### src/rtl/gpio_bank_pkg.sv
package gpio_bank_pkg;

  typedef enum logic [1:0] {
    KIND_IN  = 2'd0,
    KIND_OUT = 2'd1,
    KIND_POL = 2'd2,
    KIND_DIR = 2'd3
  } reg_kind_e;

  // Returned input byte: pin level XOR inversion mask.
  function automatic logic [7:0] apply_polarity(input logic [7:0] lvl,
                                                input logic [7:0] inv);
    return lvl ^ inv;
  endfunction

  // Output enable from a direction byte (1 = input, driver off).
  function automatic logic [7:0] dir_to_oe(input logic [7:0] dir);
    return ~dir;
  endfunction

endpackage

### src/rtl/gpio_pin_sync.sv
module gpio_pin_sync #(
  parameter int W = 16
) (
  input  logic         clk,
  input  logic         rst_n,
  input  logic [W-1:0] d,
  output logic [W-1:0] q
);
  logic [W-1:0] stage1;

  always_ff @(posedge clk or negedge rst_n) begin
    if (!rst_n) begin
      stage1 <= '1;
      q      <= '1;
    end else begin
      stage1 <= d;
      q      <= stage1;
    end
  end
endmodule

### src/rtl/gpio_port_regs.sv
module gpio_port_regs
  import gpio_bank_pkg::*;
#(
  parameter int PORTS  = 2,
  parameter int BW     = 8,
  parameter int PSEL_W = 1
) (
  input  logic                clk,
  input  logic                rst_n,
  input  logic                wr_en,
  input  reg_kind_e           wr_kind,
  input  logic [PSEL_W-1:0]   wr_port,
  input  logic [BW-1:0]       wdata,
  output logic [PORTS*BW-1:0] out_q,
  output logic [PORTS*BW-1:0] pol_q,
  output logic [PORTS*BW-1:0] dir_q
);
  for (genvar p = 0; p < PORTS; p++) begin : g_port
    logic hit;
    assign hit = wr_en && (wr_port == PSEL_W'(p));

    always_ff @(posedge clk or negedge rst_n) begin
      if (!rst_n) begin
        out_q[p*BW +: BW] <= '1;
        pol_q[p*BW +: BW] <= '0;
        dir_q[p*BW +: BW] <= '1;
      end else if (hit) begin
        case (wr_kind)
          KIND_OUT: out_q[p*BW +: BW] <= wdata;
          KIND_POL: pol_q[p*BW +: BW] <= wdata;
          KIND_DIR: dir_q[p*BW +: BW] <= wdata;
          default:  ;
        endcase
      end
    end
  end
endmodule

### src/rtl/gpio_bank.sv
module gpio_bank
  import gpio_bank_pkg::*;
#(
  parameter int PORTS = 2,
  parameter int BW    = 8,
  localparam int NPIN   = PORTS * BW,
  localparam int PSEL_W = (PORTS > 1) ? $clog2(PORTS) : 1,
  localparam int AW     = 2 + PSEL_W
) (
  input  logic            clk,
  input  logic            rst_n,
  input  logic            wr_en,
  input  logic            rd_en,
  input  logic [AW-1:0]   addr,
  input  logic [BW-1:0]   wdata,
  output logic [BW-1:0]   rdata,
  input  logic [NPIN-1:0] pin_in,
  output logic [NPIN-1:0] pin_out,
  output logic [NPIN-1:0] pin_oe
);
  reg_kind_e           acc_kind;
  logic [PSEL_W-1:0]   acc_port;
  logic [NPIN-1:0]     pins_s;
  logic [NPIN-1:0]     out_q, pol_q, dir_q;
  logic [BW-1:0]       rd_next;
  logic                wr_ignored;

  assign acc_kind   = reg_kind_e'(addr[AW-1 -: 2]);
  assign acc_port   = addr[PSEL_W-1:0];
  assign wr_ignored = wr_en && (acc_kind == KIND_IN);

  gpio_pin_sync #(.W(NPIN)) u_sync (
    .clk(clk), .rst_n(rst_n), .d(pin_in), .q(pins_s)
  );

  gpio_port_regs #(.PORTS(PORTS), .BW(BW), .PSEL_W(PSEL_W)) u_regs (
    .clk(clk), .rst_n(rst_n), .wr_en(wr_en), .wr_kind(acc_kind),
    .wr_port(acc_port), .wdata(wdata),
    .out_q(out_q), .pol_q(pol_q), .dir_q(dir_q)
  );

  for (genvar p = 0; p < PORTS; p++) begin : g_pad
    assign pin_out[p*BW +: BW] = out_q[p*BW +: BW];
    assign pin_oe[p*BW +: BW]  = dir_to_oe(dir_q[p*BW +: BW]);
  end

  always_comb begin
    case (acc_kind)
      KIND_IN:  rd_next = apply_polarity(pins_s[acc_port*BW +: BW],
                                         pol_q[acc_port*BW +: BW]);
      KIND_OUT: rd_next = out_q[acc_port*BW +: BW];
      KIND_POL: rd_next = pol_q[acc_port*BW +: BW];
      default:  rd_next = dir_q[acc_port*BW +: BW];
    endcase
  end

  // All bytes of the input view are captured on the edge that samples rd_en.
  always_ff @(posedge clk or negedge rst_n) begin
    if (!rst_n) rdata <= '0;
    else if (rd_en) rdata <= rd_next;
  end

  AST_DIR_TO_OE: assert property (@(posedge clk) disable iff (!rst_n)
    (wr_en && acc_kind == KIND_DIR && acc_port == '0) |=> (pin_oe[BW-1:0] == ~$past(wdata)));
  AST_OUT_TO_PIN: assert property (@(posedge clk) disable iff (!rst_n)
    (wr_en && acc_kind == KIND_OUT && acc_port == '0) |=> (pin_out[BW-1:0] == $past(wdata)));
  AST_INPUT_WRITE_IGNORED: assert property (@(posedge clk) disable iff (!rst_n)
    wr_ignored |=> ($stable(pin_out) && $stable(pin_oe)));
  AST_BYTE_ISOLATION: assert property (@(posedge clk) disable iff (!rst_n)
    (wr_en && acc_port != '0) |=> ($stable(pin_out[BW-1:0]) && $stable(pin_oe[BW-1:0])));
  AST_RDATA_HOLD: assert property (@(posedge clk) disable iff (!rst_n)
    !rd_en |=> $stable(rdata));
endmodule

### config.mk
export PLATFORM = sky130hd
export DESIGN_NAME = gpio_bank
export DESIGN_NICKNAME = d
export VERILOG_FILES = /design/src/rtl/gpio_bank_pkg.sv /design/src/rtl/gpio_pin_sync.sv /design/src/rtl/gpio_port_regs.sv /design/src/rtl/gpio_bank.sv
export SDC_FILE = /design/constraint.sdc
export NUM_CORES = 1
export LEC_CHECK = 0
export BUFFER_PORTS_ARGS = -buffer_cell sky130_fd_sc_hd__buf_2
export CAP_MARGIN = 20
export CORE_ASPECT_RATIO = 1.75
export CORE_MARGIN = 5
export CORE_UTILIZATION = 59
export DETAILED_ROUTE_END_ITERATION = 10
export PLACE_DENSITY_LB_ADDON = 0.15
export SYNTH_ARGS = -nofsm -noshare
export SYNTH_HDL_FRONTEND = slang
export SYNTH_SLANG_ARGS = --single-unit
### constraint.sdc
create_clock -name clk -period 2.1 [get_ports clk]
set_input_delay 0.315 -clock clk [delete_from_list [all_inputs] [get_ports clk]]
set_output_delay 0.315 -clock clk [all_outputs]
set_load 0.01 [all_outputs]
# == Yosys cells after proc, flatten, opt, wreduce, memory -nomap -nowiden ==
# Index checks and enable logic that the tools add are counted.
# op_classes
bitwise_logic,4
shift,4
mux,1
reduce_logical,9
n_eq_ne,3
# op_table
cell,n
indexed part select 16 x 5 -> 8 bit,4
one-hot mux 8 bit (3 select lines),1
NOT 8 bit,2
AND reduction 2 bit,6
bitwise XOR 8 bit,1
"== test 2 bit, second input constant",2
"== test 2 x 1 -> 1 bit, second input constant",1
logical AND 1 bit,2
zero test 2 bit,1
NOT 1 bit,1
# totals
output_inout_bits,40
in_bits,31
ff_bits,88

# == Logic depth before layout (Yosys ltp) ==
# logic_depth
word_depth,3
mapped_depth,6
depth_no_buf,3

# == Modules after synthesis ==
# A second synthesis with hierarchy kept.
# unflattened
hier_cells,256
hier_area_um2,3876.2
# modules_own_cells
mod,instances,area_per_inst_um2,cells_each
gpio_port_regs,1,1970.6,107
gpio_bank,1,1064.8,117
gpio_pin_sync,1,840.8,32

# == Least setup slack after synthesis ==
# No wires, ideal clock.
# synth_timing
path_type,input to register
from,input addr[2]
to,register u_regs.pol_q[0]
setup_slack_ns,0.763
path_stages,5
t_arrival_ns,1.212
path_cell_list,buf_6 > buf_8 > nand2_2 > nor3_4 > mux2_2
# synth_via
elab_chain_cells,2
# synth_lines
element,line_no,text
from (decl),gpio_bank.sv:14,"input logic [AW-1:0] addr,"
== test 2 bit,gpio_port_regs.sv:28,case (wr_kind)
AND reduction 2 bit (no source line),-,
"to (signal, indexed assignment)",gpio_port_regs.sv:30,KIND_POL: pol_q[p*BW +: BW] <= wdata;
to (decl),gpio_port_regs.sv:15,"output logic [PORTS*BW-1:0] pol_q,"
# No other way between the ends.
# A chain may end at the register's enable or synchronous reset.

# == Final worst setup path ==
# layout_timing
from,input addr[0]
to,register rdata[2]
# layout_via
elab_chain_cells,3
# layout_lines
element,line_no,text
"indexed part select 16 x 5 -> 8 bit, on equally long branches","gpio_bank.sv:49, gpio_bank.sv:50, gpio_bank.sv:52",
bitwise XOR 8 bit,gpio_bank_pkg.sv:13,return lvl ^ inv;
one-hot mux 8 bit (3 select lines) (*),gpio_bank.sv:48,case (acc_kind)
to (signal assigned),gpio_bank.sv:60,else if (rd_en) rdata <= rd_next;
to (decl),gpio_bank.sv:16,"output logic [BW-1:0] rdata,"
# Mark *: on every way between the ends. The rest lies on a longest branch, timed or not.

==> flow_summary.yaml <==
synthesis:
  synth_nets: 294
  yosysMostFrequentCell: "dfstp_2"
  synth_top_family_by_area: "multiplexers"
  yosys_warnings: 0
  synthAdderAreaFrac_pct: 0
  syn_inst: 263
  synthMuxAreaShare_pct: 20.5
  synth-seq-cells: 88
  synthSimpleGateAreaFrac_pct: 7.72
  synthArstFlopShare_pct: 100
  synth_flop_cell: "dfstp_2"
  synthDistinctLibCells: 28
  synth-compound-area-share_pct: 7.36
  synth_area_leaders: "dfstp_2 (44%), dfrtp_1 (16%), mux2_2 (14%)"
  synth.largest_area_cell: "dfstp_2"
  synth_top_cells_by_count: "dfstp_2 (64), mux2_2 (47), dfrtp_1 (24), mux2i_1 (24), inv_1 (17)"
  synth_seq_area_share_pct: 59.9
  syn_area_per_cell_sq_um: 14.5
  synthXorXnorAreaFrac_pct: 0
  syn_area_sq_mm: 0.00381
  synth.top_cell.area_share_pct: 44.2
  synth_edf_count: 0
floorplanning:
  io_pins: 71
  rows: 38
  core_sq_mm: 0.00623
  die_w_microns: 70.7
  start_util_pct: 61.1
  die-height_microns: 116
  dieArea_sq_mm: 0.00823
hold_path:
  min_from: "pin_in[3]"
  hold_class: "input port to flip-flop"
setup_path:
  path_max_fanout: 32
  cp-startpoint: "addr[0]"
  criticalPathCategory: "input port to flip-flop"
  path_cells: "buf_2 > nand3b_2 > o22ai_1 > a221o_1"
  cp-start-kind: "input port"
  cpMaxStageDelayCell: "buf_2"
  max_stage_delay_ns: 0.53
  crit_family: "buffers and inverters"
  crit_required_ns: 2.35
  cp-end-kind: "flip-flop"
  r2r-start: "u_sync.q[4]"
  crit_arrival_ns: 1.65
  cp_num_buf_inv: 1
finish:
  diodes: 0
  layoutNonFillerInstCount: 428
  fin_nets: 374
  syn_to_final_growth_pct: 17.4
  layout-drive-gt1-share_pct: 61.8
  fin_area_sq_mm: 0.00447
place:
  routabilityCongestion: 0.772
  placed_area_sq_mm: 0.00424
  port_buffers: 70
  dp_cells: 411
  place_hpwl_microns: 5660
timing:
  worst_pin_slew_ns: 0.684
  max-slew-margin-rel_pct: 54.4
  drv_slew: 0
  min_period_ns: 1.40
  hold_slack_ns: 0.0463
  rsz0062_at_grt: "false"
  hold_violations: 0
  finalCritPeriodShare_pct: 66.8
  final-setup-viol-count: 0
  max_freq_mhz: 713
  fin_skew_ns: 0.00877
  tns_ns: 0
clock_network:
  cts_tree: "built"
  clk_pin_slew_ns: 0.09
  cts_resized: 0
  htree_levels: 3
  numClockSinks: 88
  clk_latency_ns: 0.36
  numCtsBuffers: 9
  cts-root-buf: "clkbuf_8"
  clock_path_buffers: 2
detailed_routing:
  drt_iter0_drc: 113
  routed_via_density: 5.73
  drcViolationCount: 0
  wirelength_microns: 8050
  wl_per_cell_microns: 18.8
  vias: 2453
  antenna_left: 0
  drt_pass1_iterations: 4
status:
  outcome: "complete, no violations"
global_routing:
  grt_start_max_net_pins: 35
  antenna_found_initial: 0
  grt-busiest-layer: "met2"
  grtUsageTotal_pct: 20.7
  grtUsageMet3_pct: 5.08
  grt_use_met2_pct: 36.5
  grt_util_met1_pct: 23.9
  grt_pass1_vias: 2639
  grt_pass1_wl_microns: 12900
  gr-total-overflow: 0
flow_run:
  cap_viol_max_count: 0
power_and_ir_drop:
  leakage_nw: 2.10
  powerDensity_mw_per_mm2: 985
  ir_drop_v: 0.000863
-- logic make-up (layout without fill, tap and decap cells) --
group / after synthesis / in the layout
AO/OA/AOI/OAI: 40 / 40
flip-flops: 88 / 88
buffers and inverters: 29 / 114
multiplexers: 72 / 72
AND/OR/NAND/NOR: 34 / 34
-- path summary, 6_finish.rpt --
path                       cells after the start  slack, ns               end
setup / recovery                               4       0.70          rdata[2]
hold / removal                                 1       0.05  u_sync.stage1[3]
setup reg to reg                               3       0.86          rdata[4]
hold reg to reg                                0       0.35       u_sync.q[4]
max in group asynchronous                      3       0.94  u_regs.out_q[15]
min in group asynchronous                      2       0.43   u_regs.pol_q[5]
-- metal layers --
metal / share of wire, % / wire, microns / vias up
li1: - / - / 1119
met1: 39 / 3170 / 1263
met2: 54 / 4360 / 58
met3: 4.7 / 375 / 13
met4: 1.9 / 151 / 0
met5: 0 / 0 / -
-- report_power, final --
group / leakage (nW) / internal, W / switching, W
sequential: 0.966 / 0.00209 / 0.000206
clock: 0.112 / 0.000696 / 0.000578
combinational: 1.02 / 0.000437 / 0.000402
total: 2.10 / 0.00322 / 0.00119
-- worst reg2reg max path: stages, from the launching register on --
cell and delay, ns:
dfstp_2 0.53, and3b_1 0.16, o32ai_1 0.09, a221o_1 0.35
-- repair_timing --
item                                   4_1_cts  5_1_grt
hold buffers                                 1        0
endpoints found under the hold margin       16        0
buffers inserted                             0        0
-- state kept, by name (all words and copies together) (netlist names) --
name	cells
u_sync.q	16
rdata	8
u_regs.dir_q	16
u_regs.pol_q	16
u_regs.out_q	16
u_sync.stage1	16
-- metrics by stage --
step           power, W  utilization, %  setup WS, ns
2_1_floorplan   0.00280               -         0.763
3_3_place_gp    0.00313            68.1         0.331
3_5_place_dp    0.00317            68.1         0.309
4_1_cts         0.00445            71.8         0.677
5_1_grt         0.00465            71.8         0.630
6_report        0.00441            71.8         0.698
-- cell usage in the layout, fill, tap and decap left out --
master / n
mux2_2: 47
nand2b_1: 1
nor3_4: 1
nor2_1: 8
nand3b_2: 1
nand4_2: 1
clkbuf_8: 10
a21oi_1: 8
nand4b_4: 1
nand3_1: 1
buf_4: 10
clkinvlp_4: 1
dlygate4sd3_1: 1
inv_1: 17
dfstp_2: 64
and4bb_2: 1
a221o_1: 8
clkinv_2: 3
buf_2: 69
mux2i_1: 24
o21ai_0: 8
nand4b_2: 2
bufinv_16: 2
o32ai_1: 8
o22ai_1: 8
buf_12: 1
and3b_1: 16
nand2_2: 1
mux2_1: 1
dfrtp_1: 24
-- cell type report --
class | count | area (sq um)
clock buffers | 10 | 138
multi-input cells | 146 | 1360
flip-flops and latches | 88 | 2280
repair buffers | 81 | 450
clock inverters | 6 | 82.6
well taps | 80 | 100
inverters | 17 | 63.8
fillers | 470 | 1760
No activity file was read; power rests on OpenSTA's default activity.
